[config.mk]
export PLATFORM = sky130hd
export DESIGN_NAME = sdram_cmd_front
export DESIGN_NICKNAME = d
export VERILOG_FILES = /design/src/rtl/sdram_cmd_front.sv
export SDC_FILE = /design/constraint.sdc
export NUM_CORES = 1
export LEC_CHECK = 0
export ABC_AREA = 0
export BUFFER_PORTS_ARGS = -buffer_cell sky130_fd_sc_hd__buf_2
export CAP_MARGIN = 20
export CORE_ASPECT_RATIO = 0.8
export CORE_MARGIN = 2
export CORE_UTILIZATION = 30
export CTS_BUF_LIST = sky130_fd_sc_hd__clkbuf_8
export DETAILED_ROUTE_END_ITERATION = 12
export GPL_TIMING_DRIVEN = 1
export PLACE_DENSITY = 0.65
export SLEW_MARGIN = 20
export SYNTH_ARGS = -nofsm -noshare
export SYNTH_HDL_FRONTEND = slang
export SYNTH_SLANG_ARGS = --single-unit
[constraint.sdc]
create_clock -name clk -period 1.2 [get_ports clk]
set_input_delay 0 -clock clk [delete_from_list [all_inputs] [get_ports clk]]
set_output_delay 0 -clock clk [all_outputs]
set_load 0.005 [all_outputs]
[src/rtl/sdram_cmd_front.sv]
module sdram_cmd_front #(
  parameter int AW = 11,
  parameter int CW = 10,
  parameter int MW = 2
) (
  input  logic          clk,
  input  logic          rst_n,
  input  logic          cke,
  input  logic          cs_n,
  input  logic          ras_n,
  input  logic          cas_n,
  input  logic          we_n,
  input  logic          bank_sel,
  input  logic [AW-1:0] addr,
  input  logic [MW-1:0] dqm,
  output logic          do_modeset,
  output logic          do_activate,
  output logic          do_read,
  output logic          do_read_ap,
  output logic          do_write,
  output logic          do_write_ap,
  output logic          do_burst_stop,
  output logic          do_pre_one,
  output logic          do_pre_all,
  output logic          do_refresh,
  output logic          do_sref_enter,
  output logic          do_sref_exit,
  output logic          do_pdown_enter,
  output logic          do_pdown_exit,
  output logic          do_deselect,
  output logic          do_nop,
  output logic          bank_q,
  output logic [AW-1:0] row_q,
  output logic [CW-1:0] col_q,
  output logic [AW:0]   opcode_q,
  output logic [MW-1:0] wr_mask,
  output logic [MW-1:0] rd_oe
);
  localparam int NS = 16;
  localparam int APB = AW - 1;
  localparam int S_MRS = 0, S_ACT = 1, S_RD = 2, S_RDA = 3, S_WR = 4, S_WRA = 5,
                 S_BST = 6, S_PR1 = 7, S_PRA = 8, S_REF = 9, S_SRI = 10, S_SRO = 11,
                 S_PDI = 12, S_PDO = 13, S_DSL = 14, S_NOP = 15;
  localparam logic [NS-1:0] EXIT_MASK = (NS'(1) << S_SRO) | (NS'(1) << S_PDO);

  typedef enum logic [1:0] {LP_NONE, LP_PDOWN, LP_SREF} lp_t;

  lp_t             lp_state, lp_next;
  logic            cke_q;
  logic [NS-1:0]   strb_q, strb_d;
  logic [MW-1:0]   mk1, mk2;
  logic [2:0]      code;
  logic            idle_in, live_normal, take_fields;

  assign code        = {ras_n, cas_n, we_n};
  assign idle_in     = cs_n | (code == 3'b111);
  assign live_normal = (lp_state == LP_NONE) & cke_q & cke;
  assign take_fields = live_normal & ~cs_n;

  always_comb begin
    strb_d  = '0;
    lp_next = lp_state;
    if (lp_state == LP_NONE) begin
      if (cke_q && cke) begin
        if (cs_n) strb_d[S_DSL] = 1'b1;
        else begin
          case (code)
            3'b000: strb_d[S_MRS] = 1'b1;
            3'b011: strb_d[S_ACT] = 1'b1;
            3'b101: strb_d[addr[APB] ? S_RDA : S_RD] = 1'b1;
            3'b100: strb_d[addr[APB] ? S_WRA : S_WR] = 1'b1;
            3'b110: strb_d[S_BST] = 1'b1;
            3'b010: strb_d[addr[APB] ? S_PRA : S_PR1] = 1'b1;
            3'b001: strb_d[S_REF] = 1'b1;
            default: strb_d[S_NOP] = 1'b1;
          endcase
        end
      end else if (cke_q && !cke) begin
        if (!cs_n && code == 3'b001) begin
          strb_d[S_SRI] = 1'b1;
          lp_next       = LP_SREF;
        end else if (idle_in) begin
          strb_d[S_PDI] = 1'b1;
          lp_next       = LP_PDOWN;
        end
      end
    end else if (cke && idle_in) begin
      strb_d[(lp_state == LP_SREF) ? S_SRO : S_PDO] = 1'b1;
      lp_next = LP_NONE;
    end
  end

  always_ff @(posedge clk) begin
    if (!rst_n) begin
      cke_q    <= 1'b0;
      lp_state <= LP_NONE;
      strb_q   <= '0;
    end else begin
      cke_q    <= cke;
      lp_state <= lp_next;
      strb_q   <= strb_d;
    end
  end

  always_ff @(posedge clk) begin
    if (!rst_n) begin
      bank_q   <= 1'b0;
      row_q    <= '0;
      col_q    <= '0;
      opcode_q <= '0;
    end else if (take_fields) begin
      bank_q   <= bank_sel;
      row_q    <= addr;
      col_q    <= addr[CW-1:0];
      opcode_q <= {bank_sel, addr};
    end
  end

  always_ff @(posedge clk) begin
    if (!rst_n) begin
      mk1 <= '1;
      mk2 <= '1;
    end else if (cke_q) begin
      mk1 <= dqm;
      mk2 <= mk1;
    end
  end

  assign wr_mask = dqm;
  assign rd_oe   = ~mk2;

  assign do_modeset     = strb_q[S_MRS];
  assign do_activate    = strb_q[S_ACT];
  assign do_read        = strb_q[S_RD];
  assign do_read_ap     = strb_q[S_RDA];
  assign do_write       = strb_q[S_WR];
  assign do_write_ap    = strb_q[S_WRA];
  assign do_burst_stop  = strb_q[S_BST];
  assign do_pre_one     = strb_q[S_PR1];
  assign do_pre_all     = strb_q[S_PRA];
  assign do_refresh     = strb_q[S_REF];
  assign do_sref_enter  = strb_q[S_SRI];
  assign do_sref_exit   = strb_q[S_SRO];
  assign do_pdown_enter = strb_q[S_PDI];
  assign do_pdown_exit  = strb_q[S_PDO];
  assign do_deselect    = strb_q[S_DSL];
  assign do_nop         = strb_q[S_NOP];

  p_onehot_r1: assert property (@(posedge clk) disable iff (!rst_n)
    $onehot0({do_modeset, do_activate, do_read, do_read_ap, do_write, do_write_ap,
              do_burst_stop, do_pre_one, do_pre_all, do_refresh, do_sref_enter,
              do_sref_exit, do_pdown_enter, do_pdown_exit, do_deselect, do_nop}));

  p_reset_quiet_r10: assert property (@(posedge clk)
    !rst_n |=> (strb_q == '0) && (rd_oe == '0));

  p_suspend_hold_r2: assert property (@(posedge clk) disable iff (!rst_n)
    !cke_q |=> $stable(rd_oe) && ((strb_q & ~EXIT_MASK) == '0));

  p_lowpower_quiet_r4: assert property (@(posedge clk) disable iff (!rst_n)
    (lp_state != LP_NONE) |=> ((strb_q & ~EXIT_MASK) == '0));

  p_autopre_r5: assert property (@(posedge clk) disable iff (!rst_n)
    (do_read_ap || do_write_ap) |-> $past(addr[APB]));

  p_preall_r6: assert property (@(posedge clk) disable iff (!rst_n)
    do_pre_all |-> $past(addr[APB]) && $past(!cs_n));

  p_bank_r7: assert property (@(posedge clk) disable iff (!rst_n)
    do_activate |-> (bank_q == $past(bank_sel)) && (row_q == $past(addr)));

  p_rdoe_lat_r9: assert property (@(posedge clk) disable iff (!rst_n)
    ($past(rst_n, 2) && $past(rst_n) && $past(cke_q, 2) && $past(cke_q))
      |-> (rd_oe == ~$past(dqm, 2)));
endmodule

==> results.toml <==
[global_routing]
grt_max_degree = 19
grt_overflow = 0
grt_pass1_wl_um = 4464
grt_antenna_before_repair = 0
grt_usage_pct = 11.10
grt_pass1_vias = 993

[setup_path]
critPathKind = "reg2reg"
cp_max_fo = 3
critPathMaxStageDelay_ns = 0.39
arrival_ns = 1.49
r2r-end = "lp_state[1]"
endpoint_kind = "register"
start_kind = "register"
rrSetupSlack_ns = -0.07
path_cells = "or3b_1, or4_1, a21boi_1"
startpoint = "lp_state[0]"
r2r-start = "lp_state[0]"
worstPathRequired_ns = 1.41
endpoint = "lp_state[1]"
crit_slowest_cell = "or4_1"
r2r_cells = 3

[clocking]
cts.sinks = 35
clockRootBuffer = "clkbuf_8"
h-tree-depth = 2
cts_tree = "done"
clockBufferDepth = 2
cts_buffers = 5
insertion_delay_ns = 0.27
clkTransAtPathRegs_ns = 0.07

[routing]
via_count = 1209
drt-initial-drc-count = 31
wl_per_cell_um = 10.27
drt_pass1_iterations = 4
wl_um = 2998
final_antenna_net_count = 0
drc = 0
vias_per_cell = 4.140

[finish]
antennaDiodeCount = 0
final_common_cell = "buf_2"
area_growth_pct = 47.25
nNetsFinal = 252
drive_gt1_share_pct = 45.69
layout_common_cells = "buf_2 (74), dfxtp_1 (33), nand2_1 (32), dlygate4sd3_1 (18), mux2i_1 (14)"
fin_util_pct = 45.97

[die]
die_y_um = 65.86
core_area_um2 = 4597
die_w_um = 81.33
core.rowCount = 22
die-area_um2 = 5356
num_io_pins = 75
initial_core_util_pct = 31.22

[timing]
slew-limit-headroom_pct = 80.76
worstMarginPinSlew_ns = 0.2878
drv_slew = 0
fin_crit_ns = 1.274
worst_slack_ns = -0.07413
fin_setup_tns_ns = -0.1500
max_freq_mhz = 784.9
fin_crit_sh_pct = 106.2
clock_skew_ns = 0.002597
rsz0062_at_grt = "yes"
finalSetupViolCount = 12
hold_viol_final = 0

[power_and_ir_drop]
p_per_area_nw_per_um2 = 1275
p_leak_nw = 1.037
irDropWorstVdd_mv = 0.5849
total_power_mw = 2.694

[logic_synthesis]
seq_area_frac_synth_pct = 48.82
synth_warnings = 0
syn_inst = 153
synth_cell_type_count = 27
synth_seq_cells = 35
synth_area_um2 = 1435
syn_area_per_cell_um2 = 9.380
syn_nets = 174

[job]
drv_cap = 0

[place]
portBuffers = 74
gp_routability_congestion = 0.7798
post-dp-hpwl_um = 2063

[min_path]
hold_path.class = "in2reg"

[status]
status = "complete, but fails checks"
violations = "setup timing"
==> synth_stat cells <==
master | n | area share, %
a21boi_1 | 1 | 0.52
nor4b_1 | 2 | 1.2
mux2i_1 | 14 | 9.8
o21ai_0 | 1 | 0.35
buf_2 | 1 | 0.35
inv_1 | 5 | 1.3
and2_1 | 1 | 0.44
or4_1 | 1 | 0.52
nor4_1 | 4 | 1.7
buf_6 | 2 | 1.6
nor3b_1 | 2 | 1.0
dfxtp_1 | 35 | 49
nor2_1 | 2 | 0.52
nand3b_1 | 1 | 0.52
and3_1 | 2 | 0.87
nand2b_1 | 3 | 1.3
buf_4 | 24 | 13
clkbuf_1 | 5 | 1.3
nor3b_2 | 1 | 0.87
nor3_1 | 6 | 2.1
nand2_1 | 33 | 8.6
nor2b_1 | 1 | 0.44
a31oi_1 | 1 | 0.44
o221a_2 | 1 | 0.78
or3b_1 | 1 | 0.61
o211ai_1 | 2 | 1.0
nand3_1 | 1 | 0.35
==> stage by stage <==
step           std cells  setup WS, ns  area (µm²)  hold slack, ns
2_1_floorplan        153       -0.1023        1453         0.07788
3_3_place_gp         264      -0.06181        1729          0.1830
3_5_place_dp         264      -0.07306        1729          0.1837
4_1_cts              291      -0.07741        2064        0.007277
5_1_grt              292       -0.1267        2113         0.03037
6_report             292      -0.07413        2113         0.03467
==> power breakdown <==
part	internal, mW	switching (mW)	leakage (nW)
clock	0.828	0.409	0.0644
combinational	0.142	0.119	0.688
sequential	1.18	0.0127	0.284
==> what timing repair did <==
item                                   4_1_cts  5_1_grt
buffers inserted                             1        1
hold buffers                                18        0
endpoints found under the hold margin       21        0
resized for setup                            4        8
pin swaps                                    0        1
setup endpoints to repair                   13       22
==> worst min path at each step <==
| stage | cells after the start | endpoint | from |
|---|---|---|---|
| finish | 3 | strb_q[3] | we_n |
| global route | 3 | strb_q[3] | we_n |
| CTS | 3 | strb_q[3] | we_n |
| detailed placement | 2 | wr_mask[0] | dqm[0] |
| global placement | 2 | wr_mask[0] | dqm[0] |
| floorplan | 1 | strb_q[10] | ras_n |
==> critical path: cells and delay by family (launching register included) <==
kind            cells  cell delay [ns]
compound gates      1             0.12
flops               1             0.34
simple gates        2             0.75
==> area by class of cell <==
cell class,count,area [µm²]
clock buffer,5,68.82
multi-input combinational,81,539.3
fill,456,2484
sequential,35,703.2
timing repair buffer,103,640.6
tap,60,75.07
clock inverter,3,67.56
inverter,5,18.77
==> layer usage <==
layer,vias to the layer above,wire length [µm],GRT usage (%)
met5,-,0,0
met1,530,1386,13.12
li1,637,-,-
met3,2,202,4.235
met2,40,1393,18.03
met4,0,16,4.449
==> registers in the layout (all words and copies together), names as in the netlist <==
signal    cells
lp_state      2
bank_q        1
row_q        10
mk1           2
cke_q         1
strb_q       16
opcode_q      1
mk2           2
==> cells by family (layout without fill, tap and decap cells) <==
group | Yosys count | count (layout) | synth area share (%)
buf+inv | 37 | 116 | 17.09
simple gates | 61 | 61 | 21.19
compound gates | 6 | 6 | 3.138
mux | 14 | 14 | 9.764
flops | 35 | 35 | 48.82
No activity file was read; power rests on OpenSTA's default activity.
